### src/rtl/pwm_pkg.sv
package pwm_pkg;
  localparam int CNT_W       = 16;
  localparam int DUTY_W      = CNT_W + 1;
  localparam int LEG_DUTY_W  = 8;
  localparam int LEG_SCALE_W = 13;
  localparam int LEG_DEPTH   = 255;

  localparam logic [31:0] LEG_R0_MASK  = 32'h81FF_1FFF;
  localparam logic [31:0] LEG_R1_MASK  = 32'h0000_0000;
  localparam logic [31:0] WIDE_R0_MASK = 32'hFFFF_FFFF;
  localparam logic [31:0] WIDE_R1_MASK = 32'hFFFF_8000;

  typedef struct packed {
    logic              en;
    logic [DUTY_W-1:0] duty;
    logic [CNT_W-1:0]  scale;
    logic [CNT_W-1:0]  depth;
  } cfg_t;
endpackage

### src/rtl/pwm_regfile.sv
module pwm_regfile
  import pwm_pkg::*;
#(
  parameter bit WIDE_LAYOUT = 1'b0,
  parameter int ADDR_W      = 4
) (
  input  logic              clk,
  input  logic              rst,
  input  logic              wr_en,
  input  logic              rd_en,
  input  logic [ADDR_W-1:0] addr,
  input  logic [31:0]       wdata,
  output logic [31:0]       rdata,
  output cfg_t              cfg
);
  localparam int IDX_W = ADDR_W - 2;
  localparam logic [31:0] MASK0 = WIDE_LAYOUT ? WIDE_R0_MASK : LEG_R0_MASK;
  localparam logic [31:0] MASK1 = WIDE_LAYOUT ? WIDE_R1_MASK : LEG_R1_MASK;

  logic [31:0]      r0_q, r1_q;
  logic             aligned, hit0, hit1;
  logic [IDX_W-1:0] idx;

  assign aligned = (addr[1:0] == 2'b00);
  assign idx     = addr[ADDR_W-1:2];
  assign hit0    = aligned && (idx == IDX_W'(0));
  assign hit1    = aligned && (idx == IDX_W'(1));

  always_ff @(posedge clk) begin
    if (rst) begin
      r0_q <= '0;
      r1_q <= '0;
    end else if (wr_en) begin
      if (hit0) r0_q <= wdata & MASK0;
      if (hit1) r1_q <= wdata & MASK1;
    end
  end

  always_ff @(posedge clk) begin
    if (rst)        rdata <= '0;
    else if (rd_en) rdata <= hit0 ? r0_q : (hit1 ? r1_q : 32'h0);
  end

  generate
    if (WIDE_LAYOUT) begin : g_wide
      assign cfg.en    = r1_q[31];
      assign cfg.duty  = DUTY_W'(r0_q[31:16]);
      assign cfg.scale = r0_q[15:0];
      assign cfg.depth = r1_q[30:15];
    end else begin : g_compact
      assign cfg.en    = r0_q[31];
      assign cfg.duty  = r0_q[24] ? DUTY_W'(LEG_DEPTH + 1)
                                  : DUTY_W'(r0_q[16 +: LEG_DUTY_W]);
      assign cfg.scale = CNT_W'(r0_q[LEG_SCALE_W-1:0]);
      assign cfg.depth = CNT_W'(LEG_DEPTH);
    end
  endgenerate
endmodule

### src/rtl/pwm_prescale.sv
module pwm_prescale #(
  parameter int W = 16
) (
  input  logic         clk,
  input  logic         rst,
  input  logic         clr,
  input  logic [W-1:0] limit,
  output logic         tick
);
  logic [W-1:0] cnt_q;

  assign tick = (cnt_q == limit);

  always_ff @(posedge clk) begin
    if (rst || clr) cnt_q <= '0;
    else if (tick)  cnt_q <= '0;
    else            cnt_q <= cnt_q + W'(1);
  end
endmodule

### src/rtl/pwm_period.sv
module pwm_period
  import pwm_pkg::*;
(
  input  logic              clk,
  input  logic              rst,
  input  cfg_t              cfg,
  input  logic              tick,
  output logic              pwm_out,
  output logic              running,
  output logic [CNT_W-1:0]  per_cnt,
  output logic [DUTY_W-1:0] duty_s,
  output logic [CNT_W-1:0]  depth_s,
  output logic [CNT_W-1:0]  scale_s
);
  logic [DUTY_W-1:0] per_nx;
  logic              at_end;

  assign per_nx = DUTY_W'(per_cnt) + DUTY_W'(1);
  assign at_end = (per_cnt == depth_s);

  always_ff @(posedge clk) begin
    if (rst) begin
      running <= 1'b0;
      per_cnt <= '0;
      pwm_out <= 1'b0;
      duty_s  <= '0;
      depth_s <= '0;
      scale_s <= '0;
    end else if (!cfg.en) begin
      running <= 1'b0;
      per_cnt <= '0;
      pwm_out <= 1'b0;
    end else if (!running || (tick && at_end)) begin
      // start or period boundary: take new settings, begin at count zero
      running <= 1'b1;
      per_cnt <= '0;
      duty_s  <= cfg.duty;
      depth_s <= cfg.depth;
      scale_s <= cfg.scale;
      pwm_out <= (cfg.duty != '0);
    end else if (tick) begin
      per_cnt <= per_nx[CNT_W-1:0];
      pwm_out <= (per_nx < duty_s);
    end
  end
endmodule

### src/rtl/pwm_top.sv
module pwm_top
  import pwm_pkg::*;
#(
  parameter bit WIDE_LAYOUT = 1'b0,
  parameter int ADDR_W      = 4
) (
  input  logic              clk,
  input  logic              rst,
  input  logic              wr_en,
  input  logic              rd_en,
  input  logic [ADDR_W-1:0] addr,
  input  logic [31:0]       wdata,
  output logic [31:0]       rdata,
  output logic              pwm_out
);
  cfg_t              cfg;
  logic              tick, running;
  logic [CNT_W-1:0]  per_cnt, depth_s, scale_s;
  logic [DUTY_W-1:0] duty_s;

  pwm_regfile #(.WIDE_LAYOUT(WIDE_LAYOUT), .ADDR_W(ADDR_W)) u_regs (
    .clk(clk), .rst(rst), .wr_en(wr_en), .rd_en(rd_en), .addr(addr),
    .wdata(wdata), .rdata(rdata), .cfg(cfg)
  );

  pwm_prescale #(.W(CNT_W)) u_pre (
    .clk(clk), .rst(rst), .clr(!running), .limit(scale_s), .tick(tick)
  );

  pwm_period u_core (
    .clk(clk), .rst(rst), .cfg(cfg), .tick(tick), .pwm_out(pwm_out),
    .running(running), .per_cnt(per_cnt), .duty_s(duty_s),
    .depth_s(depth_s), .scale_s(scale_s)
  );
endmodule

### config.mk
export PLATFORM = sky130hd
export DESIGN_NAME = pwm_top
export DESIGN_NICKNAME = d
export VERILOG_FILES = /design/src/rtl/pwm_pkg.sv /design/src/rtl/pwm_regfile.sv /design/src/rtl/pwm_prescale.sv /design/src/rtl/pwm_period.sv /design/src/rtl/pwm_top.sv
export SDC_FILE = /design/constraint.sdc
export NUM_CORES = 1
export LEC_CHECK = 0
export BUFFER_PORTS_ARGS = -buffer_cell sky130_fd_sc_hd__buf_2
export CAP_MARGIN = 15
export CORE_MARGIN = 2
export CORE_UTILIZATION = 50
export DETAILED_ROUTE_END_ITERATION = 7
export MAX_ROUTING_LAYER = met4
export PLACE_DENSITY = 0.77
export SLEW_MARGIN = 40
export SYNTH_ARGS = -nofsm -noshare
export SYNTH_HDL_FRONTEND = slang
export SYNTH_SLANG_ARGS = --single-unit
### constraint.sdc
create_clock -name clk -period 5.42 [get_ports clk]
set_clock_uncertainty 0.2 [all_clocks]
set_input_delay 0.813 -clock clk [delete_from_list [all_inputs] [get_ports clk]]
set_output_delay 0.813 -clock clk [all_outputs]
set_load 0.01 [all_outputs]
* Word-level counts from Yosys, hierarchy flattened *
Index checks and enable logic that the tools add are counted.

storage, ports and cells
  register bits after elaboration = 120
  input bits = 40
  output and inout port bits = 33
  word-level logic and storage cells = 33

operators by class
  add/sub/neg operators = 2
  magnitude comparators = 1
  equal/unequal tests = 2
  multiplexer cells = 4
  bitwise logic cells = 1
  reduce and logical (&&, ||, !) cells = 14

operators with widths
  cell                     number
  $mux W32                 1
  $add A16 B1 Y17 const B  1
  $lt A17 B17 Y1           1
  $reduce_bool A17 Y1      1
  $add A16 B1 Y16 const B  1
  $eq A16 B13 Y1           1
  $eq A16 B8 Y1            1
  $mux W9                  1
  $logic_not A2 Y1         2
  $reduce_and A2 Y1        2
  $reduce_or A2 Y1         2
  $reduce_or A3 Y1         1
  $logic_and A1 B1 Y1      2
  $logic_or A1 B1 Y1       2
  $mux W1                  2
  $reduce_bool A2 Y1       1
  $logic_not A1 Y1         1
  $not A1 Y1               1

* Logic depth before layout (Yosys ltp) *
Gate-level depths: netlist (run 1).

  depth in word-level cells = 4
  gate-level depth with buffers = 11
  mapped depth without buffers = 11

* Cells and area by module *
From an unflattened synthesis (run 1), not the netlist that was laid out.

unflattened totals
  cell total of the unflattened synthesis = 795
  area total of the unflattened synthesis = 7120.6 sq um

modules (own cells, without submodules)
  module        instances  cells an instance  area an instance (sq um)  seq. area each (sq um)
  pwm_period    1          427                3823.7                    1341.3
  pwm_regfile   1          268                2374.8                    920.9
  pwm_prescale  1          99                 918.4                     320.3
  pwm_top       1          1                  3.8                       0.0

* Least setup slack after synthesis (run 1) *
Ideal clock, no wire load.

  kind = reg-to-reg
  start = register u_core.per_cnt[0]
  end = register u_core.pwm_out
  setup time = 0.070 ns
  data arrival time = 2.225 ns
  required time = 5.150 ns
  path slack = 2.925 ns
  cell stages (with the launch flop) = 12
  path buffers = 0
  clock period less this slack = 2.495 ns
  cell sequence = dfxtp_1 > ha_1 > nand3_1 > nor2_1 > xor2_1 > ha_1 > a21oi_1 > nor2b_1 > o21ai_0 > nand4_1 > or4b_1 > a21oi_1

on the way
  cells in the longest elaborated chain, start to end = 4
  elaborated cells on any way between the ends = 8
  classes of those cells = add/sub (1); order compare (1); eq/ne (1); mux (2); reduce/logical (3)

ends and longest elaborated chain
  what                        line              RTL
  start: declaration          pwm_period.sv:10  output logic [CNT_W-1:0] per_cnt,
  start signal: assignment    pwm_period.sv:42  per_cnt <= per_nx[CNT_W-1:0];
  $add A16 B1 Y17             pwm_period.sv:18  assign per_nx = DUTY_W'(per_cnt) + DUTY_W'(1);
  named net u_core.per_nx[6]  pwm_period.sv:15  logic [DUTY_W-1:0] per_nx;
  $lt A17 B17 Y1              pwm_period.sv:43  pwm_out <= (per_nx < duty_s);
  $mux W1                     pwm_period.sv:41  end else if (tick) begin
  $mux W1                     pwm_period.sv:33  end else if (!running || (tick && at_end)) begin
  end signal: assignment      pwm_period.sv:40  pwm_out <= (cfg.duty != '0);
  end signal: assignment      pwm_period.sv:43
  end: declaration            pwm_period.sv:8   output logic pwm_out,

The timed path passes the listed nets, and every way through them passes these cells. The select of a mux whose other input is x is not followed.
A chain may end at the register's enable or synchronous reset.

* Worst setup path after layout (run 1) *
Same ends and word-level chain as after synthesis.

==> flow_summary_export.csv, run 1 <==
group,metric,value,unit
status,status,"finished, final reports clean",
grt,grt.busiest_layer,"met2",
clock_network,cts_buffers,9,
synthesis,synth_top_family_by_area,"simple AND/OR/NAND/NOR gates",
worst_setup_path,required,5.52,ns
sta,max_freq,334,MHz
detailed_routing,ant_nets,0,
detailed_routing,viasPerCell,5.42,
worst_setup_path,path_max_fanout,8,
synthesis,synth_fa_ha_area_frac,0.0291,
sta,min_period_over_period,0.552,
worst_setup_path,cp.arrival,3.09,ns
worst_setup_path,startpoint_type,"register",
synthesis,postSynthAreaPerCell,8.13,sq um
grt,grtUsageMet3,0.0345,
hold_path,hold_end,"u_regs.r0_q[9]$_SDFFE_PP0P_",
final_layout,final_cell_area,5180,sq um
power,power_density,255,nW/um^2
synthesis,synthXorXnorAreaFrac,0.0962,
detailed_routing,first_iter_violations,212,
synthesis,muxShareOfSynthArea,0.00423,
grt,antenna_found_initial,0,
detailed_routing,drc,0,
clock_network,clkSinkCount,103,
detailed_routing,via_count,3935,
detailed_routing,wl_per_cell,13.3,um
sta,slew_violations,0,
detailed_routing,firstDrtPassIters,4,
floorplanning,die_w,101,um
floorplanning,ioPinCount,73,
grt,grt_pass1_vias,3508,
synthesis,yosys_most_used_dff,"dfxtp_1",
clock_network,cts_tree,"yes",
floorplanning,die-area,10300,sq um
synthesis,synthArstFlopShare,0,
synthesis,yosys_warnings,0,
worst_setup_path,r2r-end,"u_core.pwm_out$_SDFFE_PP0P_",
synthesis,ys_ff_latch,103,
final_layout,nets,661,
grt,use_met1,0.275,
synthesis,synth-compound-area-share,0.118,
worst_setup_path,rr_startpoint,"u_core.per_cnt[0]$_SDFFE_PP0P_",
hold_path,worstHoldPathType,"reg -> reg",
worst_setup_path,crit_type,"reg -> reg",
synthesis,seq_area_frac_synth,0.436,
floorplanning,core,9200,sq um
final_layout,postLayoutCoreUtil,0.564,
worst_setup_path,max_stage_delay,0.52,ns
sta,rsz0062_at_grt,"false",
grt,grt_pass1_wl,16300,um
placed_design,io_buffers,54,
final_layout,n_antenna_cell,0,
final_layout,nFillCells,831,
grt,overflow,0,
clock_network,postCtsHoldBufs,0,
clock_network,post-cts-setup-buffers,0,
placed_design,gp_congestion,0.877,
worst_setup_path,cp_cell_sequence,"ha_1 -> nand3_1 -> nor2_1 -> xor2_1 -> ha_1 -> a21oi_1 -> nor2b_1 -> o21ai_0 -> nand4_1 -> or4b_1 -> a21oi_1",
floorplanning,die-height,101,um
sta,worst_pin_slew,0.768,ns
clock_network,cts-root-buf,"clkbuf_8",
sta,setup_viol,0,
sta,tns,0,ns
worst_setup_path,cp.buffers_inverters,0,
placed_design,placed_area,4940,sq um
worst_setup_path,rr_worst_depth,11,
clock_network,htree_levels,3,
placed_design,dpl.hpwl,6560,um
synthesis,synthesis.instances,582,
synthesis,synth-simple-area-share,0.255,
clock_network,clk_latency,0.37,ns
clock_network,post_cts_resized,0,
final_layout,drive_gt1_frac,0.127,
clock_network,clock_path_buffers,2,
floorplanning,rows,35,
sta,fin_crit,2.99,ns
synthesis,synth_edf_count,0,
worst_setup_path,reg2reg_slack,2.43,ns
grt,met2_usage,0.300,
detailed_routing,drt-total-wl,9620,um
final_layout,areaGrowthSynthToFinish,9.49,%
synthesis,syn_area,4730,sq um
grt,grt_max_degree,79,
power,ir_worst_vdd,0.162,mV
flow_run,drv_cap,0,
power,p_leak,1.99,nW
sta,relSlewSlack,0.487,
hold_path,worstHoldPathCells,2,
worst_setup_path,crit_slowest_cell,"or4b_1",
hold_path,hold_start,"u_regs.r0_q[9]$_SDFFE_PP0P_",
synthesis,synth_cell_types,41,
sta,finalHoldViolCount,0,
worst_setup_path,crit_family,"simple AND/OR/NAND/NOR gates",
clock_network,path_clk_slew,0.12,ns
worst_setup_path,cp-end-kind,"register",
floorplanning,initial_utilization,0.515,
grt,track_usage,0.200,
-- placed cells by master (no fill, tap or decap), types with 16 or more instances in the layout --
| master | instances |
|---|---|
| dfxtp_1 | 102 |
| nor2_1 | 72 |
| a21oi_1 | 69 |
| nand2_1 | 64 |
| buf_2 | 54 |
| nand3_1 | 37 |
| xor2_1 | 36 |
| nor2b_1 | 24 |
| xnor2_1 | 16 |
-- logic make-up (layout without fill, tap and decap cells) --
| group | Yosys count | in the layout |
|---|---|---|
| other | 1 | 9 |
| AND/OR/NAND/NOR | 250 | 250 |
| multiplexers | 2 | 2 |
| buffers and inverters | 60 | 85 |
| AO/OA/AOI/OAI | 103 | 103 |
| flip-flops | 103 | 103 |
| adder cells (fa/ha/maj) | 11 | 11 |
| XOR/XNOR | 52 | 52 |
-- stage by stage --
stage | setup slack [ns] | hold slack [ns] | cells | total power [mW]
detailed placement | 2.52 | 0.268 | 708 | 0.814
global route | 2.28 | 0.296 | 726 | 1.36
CTS | 2.46 | 0.283 | 724 | 1.32
floorplan | 2.93 | 0.249 | 590 | 0.803
finish | 2.43 | 0.286 | 726 | 1.32
global placement | 2.62 | 0.266 | 708 | 0.813
-- layout make-up --
cell class / count / area [sq um] / area share
multi-input combinational: 427 / 2410 / 0.465
clock inverter: 7 / 100 / 0.0193
sequential: 103 / 2060 / 0.398
clock buffer: 9 / 124 / 0.0239
tap: 111 / 139 / 0.0268
inverter: 12 / 45.0 / 0.00869
timing repair buffer: 57 / 300 / 0.0579
-- report_power, final --
part / total [mW] / switching, mW / internal [mW]
logic: 0.0353 / 0.0235 / 0.0117
registers: 0.762 / 0.00311 / 0.759
clock network: 0.523 / 0.295 / 0.229
total: 1.32 / 0.321 / 0.999
-- per-layer routing --
metal / vias up / part of all wire
li1: 1994 / -
met1: 1836 / 0.49
met2: 85 / 0.45
met3: 20 / 0.040
met4: 0 / 0.019
met5: - / 0
-- how the worst max path moves through the flow --
stage / slack, ns / to / start / cells past startpoint
floorplan: 2.93 / u_core.pwm_out$_SDFFE_PP0P_ / u_core.per_cnt[0]$_SDFFE_PP0P_ / 11
global placement: 2.62 / u_core.pwm_out$_SDFFE_PP0P_ / u_core.per_cnt[0]$_SDFFE_PP0P_ / 11
detailed placement: 2.52 / u_core.pwm_out$_SDFFE_PP0P_ / u_core.per_cnt[0]$_SDFFE_PP0P_ / 11
CTS: 2.46 / u_core.pwm_out$_SDFFE_PP0P_ / u_core.per_cnt[0]$_SDFFE_PP0P_ / 11
global route: 2.28 / u_core.pwm_out$_SDFFE_PP0P_ / u_core.per_cnt[0]$_SDFFE_PP0P_ / 11
finish: 2.43 / u_core.pwm_out$_SDFFE_PP0P_ / u_core.per_cnt[0]$_SDFFE_PP0P_ / 11
-- flip-flops by register name (all words and copies together) (netlist names) --
register / count
u_core.depth_s: 1
u_core.duty_s: 9
u_core.per_cnt: 16
u_core.pwm_out: 1
u_core.running: 1
u_core.scale_s: 13
u_pre.cnt_q: 16
u_regs.r0_q: 23
u_regs.rdata: 23
-- tightest hold or removal path: stages (launching register included) --
cell     delay [ns]
dfxtp_1        0.34
nand2_1        0.06
a21oi_1        0.05
-- synthesized netlist by cell type, drive strengths merged (4+ instances only) --
cell,number,share of area
dfxtp,103,0.44
nor2,73,0.058
a21oi,70,0.075
nand2,64,0.051
nand3,38,0.041
xor2,36,0.067
buf,25,0.034
nor2b,24,0.032
clkbuf,23,0.018
o21ai,19,0.020
xnor2,16,0.030
inv,12,0.0095
nand4,12,0.016
ha,11,0.029
nor4,9,0.012
nor3b,7,0.011
o31ai,7,0.011
and2,4,0.0053
and3,4,0.0053
and4,4,0.0074
nor3,4,0.0042
Power figures use the tool's default switching activity.
==> run 2, diff against run 1 <==
--- a/config.mk
+++ b/config.mk
@@ -5,13 +5,14 @@
 export SDC_FILE = /design/constraint.sdc
 export NUM_CORES = 1
 export LEC_CHECK = 0
+export ABC_AREA = 1
 export BUFFER_PORTS_ARGS = -buffer_cell sky130_fd_sc_hd__buf_2
 export CAP_MARGIN = 15
 export CORE_MARGIN = 2
 export CORE_UTILIZATION = 50
 export DETAILED_ROUTE_END_ITERATION = 7
 export MAX_ROUTING_LAYER = met4
-export PLACE_DENSITY = 0.77
+export PLACE_DENSITY = 0.79
 export SLEW_MARGIN = 40
 export SYNTH_ARGS = -nofsm -noshare
 export SYNTH_HDL_FRONTEND = slang
==> constraint.sdc (replaced) <==
create_clock -name clk -period 2.75 [get_ports clk]
set_clock_uncertainty 0.2 [all_clocks]
set_input_delay 0.4125 -clock clk [delete_from_list [all_inputs] [get_ports clk]]
set_output_delay 0.4125 -clock clk [all_outputs]
set_load 0.01 [all_outputs]
==> flow_summary_export.csv, run 2 <==
group,metric,value,unit
detailed_routing,drt-total-wl,10400,um
sta,slew_violations,0,
detailed_routing,firstDrtPassIters,5,
final_layout,areaGrowthSynthToFinish,9.70,%
worst_setup_path,crit_type,"reg -> reg",
worst_setup_path,cp-end-kind,"register",
grt,grt_pass1_vias,4032,
power,p_leak,2.16,nW
detailed_routing,drc,0,
floorplanning,ioPinCount,73,
sta,max_freq,404,MHz
synthesis,yosysTopAreaCellShare,0.424,
power,ir_worst_vdd,0.321,mV
floorplanning,core,9330,sq um
placed_design,gp_congestion,0.934,
sta,hold_slack,0.0923,ns
power,power_density,497,nW/um^2
detailed_routing,first_iter_violations,202,
placed_design,pre_cts_slack,0.279,ns
synthesis,synthesis.instances,689,
final_layout,nFillCells,858,
hold_path,worstHoldPathType,"in -> reg",
sta,finalHoldViolCount,0,
sta,worst_pin_slew,0.639,ns
detailed_routing,wl_per_cell,12.1,um
floorplanning,rows,35,
grt,grt_max_degree,47,
final_layout,fin_cells,859,
placed_design,dpl.hpwl,7320,um
worst_setup_path,cp_cell_sequence,"nand2_1 -> nor2_1 -> nand2_1 -> xor2_1 -> ha_1 -> a21oi_1 -> o31ai_1 -> nor2_1 -> nand2_1 -> nor2_1 -> nand3_1 -> a21oi_1",
detailed_routing,viasPerCell,5.10,
worst_setup_path,r2r-end,"u_core.pwm_out$_SDFFE_PP0P_",
power,p_total,2.65,mW
floorplanning,die-height,103,um
grt,antenna_found_initial,0,
synthesis,postSynthAreaPerCell,7.06,sq um
hold_path,hold_start,"wdata[3]",
grt,overflow,0,
grt,met2_usage,0.350,
worst_setup_path,rr_startpoint,"u_core.per_cnt[3]$_SDFFE_PP0P_",
final_layout,final_cell_mix,"nand2_1, dfxtp_1, a21oi_1",
placed_design,numPlacedInstances,843,
placed_design,io_buffers,54,
final_layout,final_cell_area,5340,sq um
final_layout,nets,776,
final_layout,n_antenna_cell,0,
synthesis,synth_common_cells,"nand2_1, dfxtp_1, a21oi_1",
status,status,"finished, final reports clean",
final_layout,drive_gt1_frac,0.123,
flow_run,drv_cap,0,
synthesis,synthArstFlopShare,0,
sta,fin_crit,2.48,ns
worst_setup_path,crit_slowest_cell,"dfxtp_1",
grt,grt_pass1_wl,17600,um
grt,grt.busiest_layer,"met2",
clock_network,clk_latency,0.38,ns
clock_network,cts-root-buf,"clkbuf_8",
clock_network,cts_buffers,9,
floorplanning,initial_utilization,0.521,
clock_network,htree_levels,3,
clock_network,clock_path_buffers,2,
final_layout,layout_commonest_cell,"nand2_1",
clock_network,clkSinkCount,103,
synthesis,seq_area_frac_synth,0.424,
sta,relSlewSlack,0.573,
worst_setup_path,path_max_fanout,7,
sta,rsz0062_at_grt,"false",
floorplanning,die_w,103,um
synthesis,synth_edf_count,0,
synthesis,yosys_warnings,0,
worst_setup_path,cp.arrival,2.59,ns
clock_network,path_clk_slew,0.12,ns
synthesis,ys_ff_latch,103,
floorplanning,die-area,10500,sq um
detailed_routing,ant_nets,0,
synthesis,synth_area_leader_cell,"dfxtp_1",
worst_setup_path,max_stage_delay,0.49,ns
grt,grtUsageMet3,0.0285,
grt,track_usage,0.215,
synthesis,yosys_most_used_dff,"dfxtp_1",
synthesis,synth_cell_types,31,
final_layout,postLayoutCoreUtil,0.572,
final_layout,reg.largest.list,"u_regs.r0_q x23, u_regs.rdata x23",
synthesis,synth_area_leaders,"dfxtp_1, nand2_1, a21oi_1",
sta,timing.final.ws_setup,0.272,ns
hold_path,worstHoldPathCells,3,
worst_setup_path,rr_worst_depth,12,
synthesis,yosysMostFrequentCell,"nand2_1",
worst_setup_path,reg2reg_slack,0.27,ns
grt,use_met1,0.266,
clock_network,cts_tree,"yes",
synthesis,syn_area,4860,sq um
hold_path,hold_end,"u_regs.r0_q[3]$_SDFFE_PP0P_",
sta,min_period_over_period,0.901,
sta,tns,0,ns
detailed_routing,via_count,4380,
placed_design,placed_area,5140,sq um
worst_setup_path,required,2.86,ns
sta,setup_viol,0,
worst_setup_path,startpoint_type,"register",
==> run 2: layout make-up <==
type | count | area, sq um | share of cell area
Inverter | 56 | 210 | 0.0394
Clock inverter | 6 | 63.8 | 0.0120
Sequential cell | 103 | 2060 | 0.387
Clock buffer | 10 | 128 | 0.0239
Multi-Input combinational cell | 497 | 2410 | 0.451
Timing Repair Buffer | 58 | 300 | 0.0563
Tap cell | 129 | 161 | 0.0303
==> run 2: kinds of logic after synthesis <==
family                     synth area share
DFF                                   0.424
and+or+nand+nor                       0.298
other                              0.000771
adders and majority gates            0.0283
buffers and inverters                0.0893
xor gates and xnor gates             0.0252
AOI/OAI and AO/OA                     0.134
==> run 2: how the worst max path moves through the flow <==
stage               cells after the start                          end                            from  slack [ns]
floorplan                              13  u_core.pwm_out$_SDFFE_PP0P_  u_core.per_cnt[0]$_SDFFE_PP0P_        0.53
global placement                       13  u_core.pwm_out$_SDFFE_PP0P_  u_core.per_cnt[0]$_SDFFE_PP0P_        0.32
detailed placement                     13  u_core.pwm_out$_SDFFE_PP0P_  u_core.per_cnt[0]$_SDFFE_PP0P_        0.28
CTS                                    13  u_core.pwm_out$_SDFFE_PP0P_  u_core.per_cnt[0]$_SDFFE_PP0P_        0.23
global route                           13  u_core.pwm_out$_SDFFE_PP0P_  u_core.per_cnt[1]$_SDFFE_PP0P_        0.04
finish                                 12  u_core.pwm_out$_SDFFE_PP0P_  u_core.per_cnt[3]$_SDFFE_PP0P_        0.27
==> run 2: metal layers <==
metal	wire length [um]	vias up
li1	-	2289
met1	4880	1950
met2	4750	124
met3	544	17
met4	195	0
met5	0	-
==> run 2: repair_timing <==
item                       CTS  global route
setup endpoints to repair    0             1
hold buffers                 0             0
gates resized for setup      0             1
buffers inserted             0             0
==> run 2: worst max-delay path, delay by kind of cell, from the launching register on <==
kind            cells  cell delay (ns)
fa+ha+maj           1             0.19
compound gates      3             0.37
flops               1             0.49
xor+xnor            1             0.19
simple gates        7             0.97
==> run 2: report_power, final <==
group,switching [mW],internal (mW)
sequential,0.0147,1.52
clock,0.575,0.355
combinational,0.127,0.0632
total,0.717,1.94
